<file path="src/rtl/srx_pkg.sv">
package srx_pkg;

   typedef enum logic [2:0] {
      PH_IDLE,
      PH_START,
      PH_DATA,
      PH_PARITY,
      PH_STOP1,
      PH_STOP2,
      PH_HOLD
   } rx_phase_e;

   function automatic int unsigned eff_trigger(input int unsigned raw, input int unsigned depth);
      if (raw == 0)
         return 1;
      else if (raw > depth)
         return depth;
      else
         return raw;
   endfunction

endpackage

</file>
<file path="src/rtl/srx_sync.sv">
module srx_sync #(
   parameter int STAGES = 2
) (
   input  logic clk,
   input  logic rst_n,
   input  logic din,
   output logic dout
);

   generate
      if (STAGES == 1) begin : g_single
         logic q;
         always_ff @(posedge clk or negedge rst_n) begin
            if (!rst_n) q <= 1'b1;
            else        q <= din;
         end
         assign dout = q;
      end else begin : g_chain
         logic [STAGES-1:0] chain;
         always_ff @(posedge clk or negedge rst_n) begin
            if (!rst_n) chain <= '1;
            else        chain <= {chain[STAGES-2:0], din};
         end
         assign dout = chain[STAGES-1];
      end
   endgenerate

endmodule

</file>
<file path="src/rtl/srx_frame.sv">
module srx_frame
   import srx_pkg::*;
#(
   parameter int DATA_W     = 8,
   parameter int OVERSAMPLE = 16
) (
   input  logic              clk,
   input  logic              rst_n,
   input  logic              tick,
   input  logic              rx,
   input  logic              cfg_par_en,
   input  logic              cfg_par_odd,
   input  logic              cfg_two_stop,
   output logic              done,
   output logic [DATA_W-1:0] done_data,
   output logic              done_perr,
   output logic              done_ferr,
   output logic              done_break
);

   localparam int CNT_W       = $clog2(2 * OVERSAMPLE);
   localparam int IDX_W       = $clog2(DATA_W + 1);
   localparam int MID_TICK    = OVERSAMPLE / 2 - 1;
   localparam int LAST_TICK   = OVERSAMPLE - 1;
   localparam int STOP2_TICKS = OVERSAMPLE + OVERSAMPLE / 4;

   rx_phase_e         phase;
   logic [CNT_W-1:0]  cnt;
   logic [IDX_W-1:0]  idx;
   logic [DATA_W-1:0] shreg;
   logic              par_bit;
   logic              any_one;
   logic              bit_end;

   assign bit_end = (cnt == CNT_W'(LAST_TICK));

   always_ff @(posedge clk or negedge rst_n) begin
      if (!rst_n) begin
         phase      <= PH_IDLE;
         cnt        <= '0;
         idx        <= '0;
         shreg      <= '0;
         par_bit    <= 1'b0;
         any_one    <= 1'b0;
         done       <= 1'b0;
         done_data  <= '0;
         done_perr  <= 1'b0;
         done_ferr  <= 1'b0;
         done_break <= 1'b0;
      end else begin
         done <= 1'b0;
         if (tick) begin
            unique case (phase)
               PH_IDLE: begin
                  if (!rx) begin
                     phase <= PH_START;
                     cnt   <= '0;
                  end
               end
               PH_START: begin
                  if (cnt == CNT_W'(MID_TICK)) begin
                     cnt <= '0;
                     if (rx) begin
                        phase <= PH_IDLE;
                     end else begin
                        phase   <= PH_DATA;
                        idx     <= '0;
                        any_one <= 1'b0;
                        par_bit <= 1'b0;
                     end
                  end else begin
                     cnt <= cnt + CNT_W'(1);
                  end
               end
               PH_DATA: begin
                  if (bit_end) begin
                     cnt     <= '0;
                     shreg   <= {rx, shreg[DATA_W-1:1]};
                     any_one <= any_one | rx;
                     if (idx == IDX_W'(DATA_W - 1))
                        phase <= cfg_par_en ? PH_PARITY : PH_STOP1;
                     else
                        idx <= idx + IDX_W'(1);
                  end else begin
                     cnt <= cnt + CNT_W'(1);
                  end
               end
               PH_PARITY: begin
                  if (bit_end) begin
                     cnt     <= '0;
                     par_bit <= rx;
                     any_one <= any_one | rx;
                     phase   <= PH_STOP1;
                  end else begin
                     cnt <= cnt + CNT_W'(1);
                  end
               end
               PH_STOP1: begin
                  if (bit_end) begin
                     cnt        <= '0;
                     done       <= 1'b1;
                     done_data  <= shreg;
                     done_ferr  <= ~rx;
                     done_perr  <= cfg_par_en & ((^shreg ^ par_bit) != cfg_par_odd);
                     done_break <= ~any_one & ~rx;
                     if (~any_one & ~rx)
                        phase <= PH_HOLD;
                     else if (cfg_two_stop)
                        phase <= PH_STOP2;
                     else
                        phase <= PH_IDLE;
                  end else begin
                     cnt <= cnt + CNT_W'(1);
                  end
               end
               PH_STOP2: begin
                  if (cnt == CNT_W'(STOP2_TICKS - 1)) begin
                     cnt   <= '0;
                     phase <= PH_IDLE;
                  end else begin
                     cnt <= cnt + CNT_W'(1);
                  end
               end
               PH_HOLD: begin
                  if (rx) phase <= PH_IDLE;
               end
               default: phase <= PH_IDLE;
            endcase
         end
      end
   end

endmodule

</file>
<file path="src/rtl/srx_fifo.sv">
module srx_fifo #(
   parameter int WIDTH = 10,
   parameter int DEPTH = 16,
   localparam int CNT_W = $clog2(DEPTH + 1)
) (
   input  logic             clk,
   input  logic             rst_n,
   input  logic             push,
   input  logic [WIDTH-1:0] wdata,
   input  logic             pop,
   output logic [WIDTH-1:0] rdata,
   output logic [CNT_W-1:0] count
);

   localparam int PTR_W = (DEPTH > 1) ? $clog2(DEPTH) : 1;

   logic [WIDTH-1:0] mem [DEPTH];
   logic [PTR_W-1:0] wr_ptr;
   logic [PTR_W-1:0] rd_ptr;
   logic             do_push;
   logic             do_pop;

   assign do_push = push && (count != CNT_W'(DEPTH));
   assign do_pop  = pop  && (count != '0);
   assign rdata   = mem[rd_ptr];

   function automatic logic [PTR_W-1:0] step(input logic [PTR_W-1:0] p);
      return (p == PTR_W'(DEPTH - 1)) ? '0 : p + PTR_W'(1);
   endfunction

   always_ff @(posedge clk) begin
      if (do_push) mem[wr_ptr] <= wdata;
   end

   always_ff @(posedge clk or negedge rst_n) begin
      if (!rst_n) begin
         wr_ptr <= '0;
         rd_ptr <= '0;
         count  <= '0;
      end else begin
         if (do_push) wr_ptr <= step(wr_ptr);
         if (do_pop)  rd_ptr <= step(rd_ptr);
         unique case ({do_push, do_pop})
            2'b10:   count <= count + CNT_W'(1);
            2'b01:   count <= count - CNT_W'(1);
            default: count <= count;
         endcase
      end
   end

endmodule

</file>
<file path="src/rtl/srx_status.sv">
module srx_status
   import srx_pkg::*;
#(
   parameter int DEPTH = 16,
   localparam int CNT_W = $clog2(DEPTH + 1)
) (
   input  logic             clk,
   input  logic             rst_n,
   input  logic             done,
   input  logic             done_perr,
   input  logic             done_ferr,
   input  logic             done_break,
   input  logic [CNT_W-1:0] count,
   input  logic [CNT_W-1:0] cfg_trigger,
   input  logic             en_rx_irq,
   input  logic             en_err_irq,
   input  logic             clr_err,
   input  logic             clr_brk,
   input  logic             clr_ovr,
   output logic             push,
   output logic             flag_fill,
   output logic             flag_err,
   output logic             flag_brk,
   output logic             flag_ovr,
   output logic             irq_fill,
   output logic             irq_rx_err,
   output logic             irq_brk_ovr
);

   logic             full;
   logic             gate_open;
   logic [CNT_W-1:0] trig_eff;

   assign full      = (count == CNT_W'(DEPTH));
   assign gate_open = ~flag_brk & ~flag_ovr;
   assign push      = done & ~done_break & ~full & gate_open;

   always_comb begin
      trig_eff  = CNT_W'(eff_trigger(int'(cfg_trigger), DEPTH));
      flag_fill = (count >= trig_eff);
   end

   always_ff @(posedge clk or negedge rst_n) begin
      if (!rst_n) begin
         flag_err <= 1'b0;
         flag_brk <= 1'b0;
         flag_ovr <= 1'b0;
      end else begin
         if (done && (done_perr || done_ferr)) flag_err <= 1'b1;
         else if (clr_err)                     flag_err <= 1'b0;

         if (done && done_break)               flag_brk <= 1'b1;
         else if (clr_brk)                     flag_brk <= 1'b0;

         if (done && !done_break && full)      flag_ovr <= 1'b1;
         else if (clr_ovr)                     flag_ovr <= 1'b0;
      end
   end

   logic any_en;
   assign any_en      = en_rx_irq | en_err_irq;
   assign irq_fill    = en_rx_irq & flag_fill;
   assign irq_rx_err  = any_en & flag_err;
   assign irq_brk_ovr = any_en & (flag_brk | flag_ovr);

endmodule

</file>
<file path="src/rtl/serial_rx_gated.sv">
module serial_rx_gated #(
   parameter int DATA_W      = 8,
   parameter int DEPTH       = 16,
   parameter int OVERSAMPLE  = 16,
   parameter int SYNC_STAGES = 2,
   localparam int CNT_W      = $clog2(DEPTH + 1)
) (
   input  logic              clk,
   input  logic              rst_n,
   input  logic              tick16,
   input  logic              rxd,
   input  logic              cfg_par_en,
   input  logic              cfg_par_odd,
   input  logic              cfg_two_stop,
   input  logic [CNT_W-1:0]  cfg_trigger,
   input  logic              en_rx_irq,
   input  logic              en_err_irq,
   input  logic              clr_err,
   input  logic              clr_brk,
   input  logic              clr_ovr,
   input  logic              rd_en,
   output logic [DATA_W-1:0] rd_data,
   output logic              rd_perr,
   output logic              rd_ferr,
   output logic [CNT_W-1:0]  fifo_count,
   output logic              flag_fill,
   output logic              flag_err,
   output logic              flag_brk,
   output logic              flag_ovr,
   output logic              irq_fill,
   output logic              irq_rx_err,
   output logic              irq_brk_ovr
);

   localparam int ENTRY_W = DATA_W + 2;

   initial begin
      assert (DATA_W >= 2)      else $error("DATA_W must be at least 2");
      assert (DEPTH >= 2)       else $error("DEPTH must be at least 2");
      assert (OVERSAMPLE >= 4)  else $error("OVERSAMPLE must be at least 4");
      assert (SYNC_STAGES >= 1) else $error("SYNC_STAGES must be at least 1");
   end

   logic              rx_s;
   logic              done;
   logic [DATA_W-1:0] done_data;
   logic              done_perr;
   logic              done_ferr;
   logic              done_break;
   logic              push;
   logic [ENTRY_W-1:0] head;

   srx_sync #(.STAGES(SYNC_STAGES)) u_sync (
      .clk   (clk),
      .rst_n (rst_n),
      .din   (rxd),
      .dout  (rx_s)
   );

   srx_frame #(.DATA_W(DATA_W), .OVERSAMPLE(OVERSAMPLE)) u_frame (
      .clk          (clk),
      .rst_n        (rst_n),
      .tick         (tick16),
      .rx           (rx_s),
      .cfg_par_en   (cfg_par_en),
      .cfg_par_odd  (cfg_par_odd),
      .cfg_two_stop (cfg_two_stop),
      .done         (done),
      .done_data    (done_data),
      .done_perr    (done_perr),
      .done_ferr    (done_ferr),
      .done_break   (done_break)
   );

   srx_status #(.DEPTH(DEPTH)) u_status (
      .clk         (clk),
      .rst_n       (rst_n),
      .done        (done),
      .done_perr   (done_perr),
      .done_ferr   (done_ferr),
      .done_break  (done_break),
      .count       (fifo_count),
      .cfg_trigger (cfg_trigger),
      .en_rx_irq   (en_rx_irq),
      .en_err_irq  (en_err_irq),
      .clr_err     (clr_err),
      .clr_brk     (clr_brk),
      .clr_ovr     (clr_ovr),
      .push        (push),
      .flag_fill   (flag_fill),
      .flag_err    (flag_err),
      .flag_brk    (flag_brk),
      .flag_ovr    (flag_ovr),
      .irq_fill    (irq_fill),
      .irq_rx_err  (irq_rx_err),
      .irq_brk_ovr (irq_brk_ovr)
   );

   srx_fifo #(.WIDTH(ENTRY_W), .DEPTH(DEPTH)) u_fifo (
      .clk   (clk),
      .rst_n (rst_n),
      .push  (push),
      .wdata ({done_perr, done_ferr, done_data}),
      .pop   (rd_en),
      .rdata (head),
      .count (fifo_count)
   );

   assign rd_data = head[DATA_W-1:0];
   assign rd_ferr = head[DATA_W];
   assign rd_perr = head[DATA_W+1];

endmodule

</file>
<file path="config.mk">
export PLATFORM = sky130hd
export DESIGN_NAME = serial_rx_gated
export DESIGN_NICKNAME = d
export VERILOG_FILES = /design/src/rtl/srx_pkg.sv /design/src/rtl/srx_sync.sv /design/src/rtl/srx_frame.sv /design/src/rtl/srx_fifo.sv /design/src/rtl/srx_status.sv /design/src/rtl/serial_rx_gated.sv
export SDC_FILE = /design/constraint.sdc
export NUM_CORES = 1
export LEC_CHECK = 0
export CAP_MARGIN = 25
export CORE_MARGIN = 2
export CORE_UTILIZATION = 45
export DETAILED_ROUTE_END_ITERATION = 10
export PLACE_DENSITY = 0.6
export SYNTH_ARGS = -nofsm -noshare
export SYNTH_HDL_FRONTEND = slang
export SYNTH_SLANG_ARGS = --single-unit
</file>
<file path="constraint.sdc">
create_clock -name clk -period 3.36 [get_ports clk]
set_input_delay 0.336 -clock clk [delete_from_list [all_inputs] [get_ports clk]]
set_output_delay 0.336 -clock clk [all_outputs]
set_load 0.02 [all_outputs]
</file>
# After elaboration in Yosys (flattened, before gate mapping)
# Memories as Yosys holds them, arrays and structs flattened.
# Index checks and enable logic that the tools add are counted.
dict set report totals {
  reg_bits 52
  ramBits 160
  input_bits 18
  memories 1
}
# name depth width read_ports rd_clocked_by_memory_dff write_ports line
set memory_table {}
lappend memory_table {u_fifo.mem 16 10 1 0 1 srx_fifo.sv:17} ;# logic [WIDTH-1:0] mem [DEPTH];
dict set report classes {
  addsub 6
  order_cmp 2
  n_eq_ne 28
  muxes 45
  bitwise 19
  n_reduce_logical 29
}
# op n
set op_table {}
lappend op_table {{$mux W3} 11}
lappend op_table {{$mux W5} 6}
lappend op_table {{$mux W4} 6}
lappend op_table {{$pmux W3 S7} 1}
lappend op_table {{$pmux W5 S4} 1}
lappend op_table {{$mux W1} 15}
lappend op_table {{$ne A2 B1 Y1 const B} 7}
lappend op_table {{$reduce_bool A2 Y1} 7}
lappend op_table {{$add A4 B1 Y4 const B} 3}
lappend op_table {{$add A5 B1 Y5 const B} 2}
lappend op_table {{$eq A5 B5 Y1 const B} 2}
lappend op_table {{$pmux W5 S2} 1}
lappend op_table {{$reduce_and A5 Y1} 2}
lappend op_table {{$and A1 B1 Y1} 9}
lappend op_table {{$eq A3 B3 Y1 const B} 3}
lappend op_table {{$reduce_and A3 Y1} 3}
lappend op_table {{$reduce_and A9 Y1} 1}
lappend op_table {{$eq A4 B4 Y1 const B} 2}
lappend op_table {{$ne A2 B2 Y1 const B} 4}
lappend op_table {{$pmux W4 S2} 1}
lappend op_table {{$reduce_xor A8 Y1} 1}
lappend op_table {{$eq A3 B2 Y1 const B} 2}
lappend op_table {{$logic_and A1 B1 Y1} 6}
lappend op_table {{$not A1 Y1} 6}
lappend op_table {{other kinds (24)} 27}

# Depth between registers and ports, before layout
dict set report logic_depth {
  ltp_word 7
  ltp_mapped 13
  ltp_nobuf 11
}

# Cells and area by module
# Synthesis repeated with hierarchy kept, for this count alone.
dict set report unflattened {
  hier_cells 603
  area_unflattened_um2 9212.6
}
# mod n_inst cells_per_inst area_per_inst_um2 seq_area_each_um2
set modules_own_cells {}
lappend modules_own_cells {srx_fifo 1 382 6994.2 5129.9}
lappend modules_own_cells {srx_frame 1 178 1841.8 850.8}
lappend modules_own_cells {srx_status 1 41 324.1 75.1}
lappend modules_own_cells {srx_sync 1 2 52.6 52.6}

# Least setup slack after synthesis
# No wires, ideal clock.
dict set report synth_timing {
  path_kind {reg-to-reg}
  start {register u_fifo.count[1]}
  end {register u_fifo.count[4]}
  arrival_ns 2.721
  slack_ns 0.559
  path_stages_with_launch 14
  synth_period_minus_slack_ns 2.801
  path_cell_list {dfrtp_1 > buf_2 > nor4_2 > a2111oi_4 > inv_2 > ha_1 > clkbuf_1 > xor2_1 > ha_1 > a21o_1 > nand2_1 > a21o_1 > a31oi_1 > xnor2_1}
}
dict set report synth_between {
  elab_chain_len 7
  word_cells_on_any_way 14
}
# item line
set synth_lines {}
lappend synth_lines {{from (decl)} srx_fifo.sv:12} ;# output logic [CNT_W-1:0] count
lappend synth_lines {{from (signal assigned)} srx_fifo.sv:44} ;# 2'b10: count <= count + CNT_W'(1);
lappend synth_lines {{from (signal assigned)} srx_fifo.sv:45} ;# 2'b01: count <= count - CNT_W'(1);
lappend synth_lines {{from (signal assigned)} srx_fifo.sv:46} ;# default: count <= count;
lappend synth_lines {{$eq A5 B5 Y1} srx_status.sv:34} ;# assign full = (count == CNT_W'(DEPTH));
lappend synth_lines {{$not A1 Y1} srx_status.sv:36} ;# assign push = done & ~done_break & ~full & gate_open;
lappend synth_lines {{$and A1 B1 Y1 (2 in a row)} srx_status.sv:36}
lappend synth_lines {{$logic_and A1 B1 Y1} srx_fifo.sv:23} ;# assign do_push = push && (count != CNT_W'(DEPTH));
lappend synth_lines {{$eq A2 B1 Y1 / $eq A2 B2 Y1 (equally long branches)} srx_fifo.sv:43} ;# unique case ({do_push, do_pop})
lappend synth_lines {{$pmux W5 S2 / $reduce_bool A2 Y1 (equally long branches)} --}
# Several ways; a longest one is shown, not always the timed one.
# A chain may end at the register's enable or synchronous reset.

# Worst setup path in the final report
dict set report layout_timing {
  start {register u_fifo.rd_ptr[0]}
  end {output port rd_perr}
}
dict set report layout_between {
  elab_chain_len 1
}
# item line
set layout_lines {}
lappend layout_lines {{from (decl)} srx_fifo.sv:19} ;# logic [PTR_W-1:0] rd_ptr;
lappend layout_lines {{from (signal assigned)} srx_fifo.sv:42} ;# if (do_pop) rd_ptr <= step(rd_ptr);
lappend layout_lines {{$mem_v2 Z16 W10} --}
lappend layout_lines {{to (decl)} serial_rx_gated.sv:23} ;# output logic rd_perr,
# No other way between the ends.

==> results.py <==
metrics = {
    "outcome": {
        "outcome": "finished clean",
    },
    "clocking": {
        "clk_pin_slew_worst_paths_ps": 60,
        "h-tree-depth": 1,
        "worstSkewPairLatency_ps": 500,
        "post_cts_resized": 0,
        "max-clock-path-buffers": 3,
        "numCtsBuffers": 22,
        "cts_tree": "yes",
        "clock_sinks": 212,
        "cts_root_buffer": "clkbuf_16",
    },
    "layout": {
        "post-route-util": 0.528,
        "nets": 700,
        "fillers": 1676,
        "area_growth_pct": 15.8,
        "diodes": 0,
        "drive_gt1_frac": 0.149,
    },
    "logic_synthesis": {
        "synth_edf_count": 160,
        "synth.avg_cell_area_um2": 14.9,
        "synth_top_flop_cell": "edfxtp_1",
        "synthCells": 619,
        "seq_area_frac_synth": 0.664,
        "ys_types": 55,
        "ys_warn_count": 0,
        "ys_seq_elements": 212,
        "async_reset_ff_frac": 0.245,
        "netlist_area_um2": 9200,
        "synth_nets": 654,
    },
    "die": {
        "start_util": 0.456,
        "core-area_um2": 20200,
        "placementRows": 52,
        "dieArea_um2": 21600,
        "io_pins": 40,
        "die_x_um": 147,
        "dieHeight_um": 147,
    },
    "sta": {
        "skew_ps": 13.7,
        "maxSlewHeadroom": 0.400,
        "slew_violations": 0,
        "grt_setup_unrepaired": "false",
        "hold_violations": 0,
        "fin_crit_ps": 3150,
        "setup_violations": 0,
        "fmax_mhz": 318,
        "finalCritPeriodShare": 0.937,
        "tns_ps": 0,
        "worst-slew-pin-transition_ps": 900,
    },
    "drt": {
        "initialDrtViolationCount": 419,
        "drtPass1Iterations": 5,
        "drc": 0,
        "via_per_inst": 5.45,
        "final_antenna_net_count": 0,
        "post_drt_wl_per_cell_um": 19.4,
        "wl_um": 18400,
        "via_count": 5177,
    },
    "worst_setup_path": {
        "crit_path_max_fanout": 16,
        "required_ps": 3020,
        "timing.rr.end": "u_fifo.count[4]$_DFFE_PN0P_",
        "reg2reg_slack_ps": 450,
        "reg2reg_depth": 11,
        "startpoint_type": "register",
        "crit_arrival_ps": 2810,
        "crit_start": "u_fifo.rd_ptr[0]$_DFFE_PN0P_",
        "crit_path_end_kind": "output pin",
        "crit_end": "rd_perr",
        "reg2reg_from": "u_fifo.count[2]$_DFFE_PN0P_",
        "crit_type": "register to output pin",
    },
    "power_and_ir_drop": {
        "peakVddDrop_mv": 0.437,
        "leakagePower_nw": 4.01,
        "p_per_area_nw_per_um2": 717,
        "total_power_mw": 7.63,
    },
    "grt": {
        "grt_overflow_total": 0,
        "grt_max_degree": 36,
        "first_global_vias": 5362,
        "grt_pass1_wl_um": 29600,
        "grt_util_all_layers": 0.173,
        "grt_antenna_before_repair": 0,
    },
    "placement": {
        "dp.final_hpwl_um": 12100,
        "numPortBuffers": 39,
        "gp_congestion": 0.800,
    },
    "worst_hold_path": {
        "min_path_type": "primary input to register",
    },
    "job": {
        "cap_violations": 0,
    },
}
kinds of logic after synthesis:
kind of cell	synth area share
DFF	0.664
and+or+nand+nor	0.0693
AOI/OAI and AO/OA	0.0837
muxes	0.121
buffers and inverters	0.0218
xor gates and xnor gates	0.0171
adders and majority gates	0.0231
placed cells by master (no fill, tap or decap), types with 2 or more instances in the layout:
cell / count
clkbuf_16: 23
xnor2_1: 15
nor3b_1: 2
nand2b_1: 8
and2_1: 17
dfstp_2: 2
nor2_1: 18
a21oi_1: 24
a22oi_1: 12
inv_1: 18
xor2_1: 3
mux4_2: 20
ha_1: 17
buf_4: 7
mux2_2: 31
o31ai_1: 3
o21ai_0: 43
nor2b_1: 8
and3_1: 2
clkinv_1: 6
bufinv_16: 3
mux2i_1: 31
buf_12: 2
nand3_1: 10
a21o_1: 10
a31oi_1: 2
a221oi_1: 11
nand2_1: 41
nor3_1: 6
clkbuf_1: 5
clkdlybuf4s50_1: 38
dfrtp_1: 49
nand4_1: 3
edfxtp_1: 160
synthesized netlist by cell type, drive strengths merged, types with 2 or more instances:
cell / instances / area share
nand3: 10 / 0.0054
a22oi: 12 / 0.0098
edfxtp: 160 / 0.52
mux2: 31 / 0.038
a21boi: 2 / 0.0016
mux4: 20 / 0.049
buf: 16 / 0.0091
nand2b: 8 / 0.0054
nand2: 41 / 0.017
ha: 17 / 0.023
nor2: 18 / 0.0073
dfrtp: 50 / 0.14
nand4: 3 / 0.0020
a31oi: 2 / 0.0014
a21oi: 25 / 0.014
o21ai: 44 / 0.024
nor2b: 8 / 0.0054
mux2i: 31 / 0.034
nor3b: 3 / 0.0030
inv: 19 / 0.0078
nor3: 7 / 0.0044
dfstp: 2 / 0.0057
a221oi: 11 / 0.010
o31ai: 3 / 0.0024
xnor2: 15 / 0.014
clkbuf: 12 / 0.0049
and2: 17 / 0.012
xor2: 3 / 0.0029
and3: 2 / 0.0014
a21o: 10 / 0.0082
how the worst min path moves through the flow:
stage	from	end	slack [ps]	depth (start not counted)
final	rxd	u_sync.g_chain.chain[0]$_DFF_PN1_	250	1
after global routing	rxd	u_sync.g_chain.chain[0]$_DFF_PN1_	250	1
after CTS	rxd	u_sync.g_chain.chain[0]$_DFF_PN1_	240	1
after detailed placement	u_sync.g_chain.chain[0]$_DFF_PN1_	u_sync.g_chain.chain[1]$_DFF_PN1_	350	0
after global placement	u_sync.g_chain.chain[0]$_DFF_PN1_	u_sync.g_chain.chain[1]$_DFF_PN1_	350	0
after floorplan	rst_n	u_fifo.count[0]$_DFFE_PN0P_	40	0
repair_timing:
item / CTS / global route
hold buffers: 1 / 0
endpoints found under the setup margin: 0 / 8
hold endpoints to repair: 33 / 0
buffers inserted: 0 / 1
critical path: stages, from the launching register on:
cell and delay, ps:
dfrtp_4 640, buf_4 260, mux4_2 570, a22oi_1 190, nand2_1 100, clkdlybuf4s50_1 540
metrics by stage:
stage / area [um^2] / setup slack, ps / cells / hold WS [ps]
4_1_cts: 10600 / 40.3 / 949 / 236
3_3_place_gp: 9890 / 384 / 909 / 349
6_report: 10700 / 212 / 950 / 249
3_5_place_dp: 9890 / 231 / 909 / 348
5_1_grt: 10700 / 15.6 / 950 / 247
2_1_floorplan: 9200 / 559 / 619 / 40.4
state kept, by name (all words and copies together), names as in the netlist:
register / count
u_status.flag_err: 1
u_frame.cnt: 5
u_fifo.count: 5
u_frame.done_perr: 1
u_status.flag_brk: 1
u_frame.done_data: 8
u_frame.idx: 4
u_sync.g_chain.chain: 2
u_fifo.mem: 160
u_frame.any_one: 1
u_status.flag_ovr: 1
u_frame.done: 1
u_fifo.wr_ptr: 4
u_frame.shreg: 8
u_frame.par_bit: 1
u_frame.done_break: 1
u_frame.done_ferr: 1
u_frame.phase: 3
u_fifo.rd_ptr: 4
where the power goes:
part	switching (mW)	internal (mW)
Sequential	0.297	2.89
Combinational	1.06	0.961
Clock	0.938	1.50
Total	2.29	5.34
area by class of cell:
cell class	instances	area [um^2]	area share
inverters	19	71.3	0.00670
clock inverters	10	120	0.0113
multi-input cells	360	2890	0.271
flip-flops and latches	212	6110	0.574
clock buffers	29	608	0.0571
well taps	270	338	0.0317
repair buffers	50	515	0.0484
metal layers:
layer,share of wire,up-vias,wire length [um],global-route usage
met5,0,-,0,0
met4,0.018,0,323,0.0341
met3,0.038,24,692,0.0286
met2,0.51,103,9310,0.311
met1,0.44,2601,8070,0.225
li1,-,2449,-,-
Power figures use the tool's default switching activity.
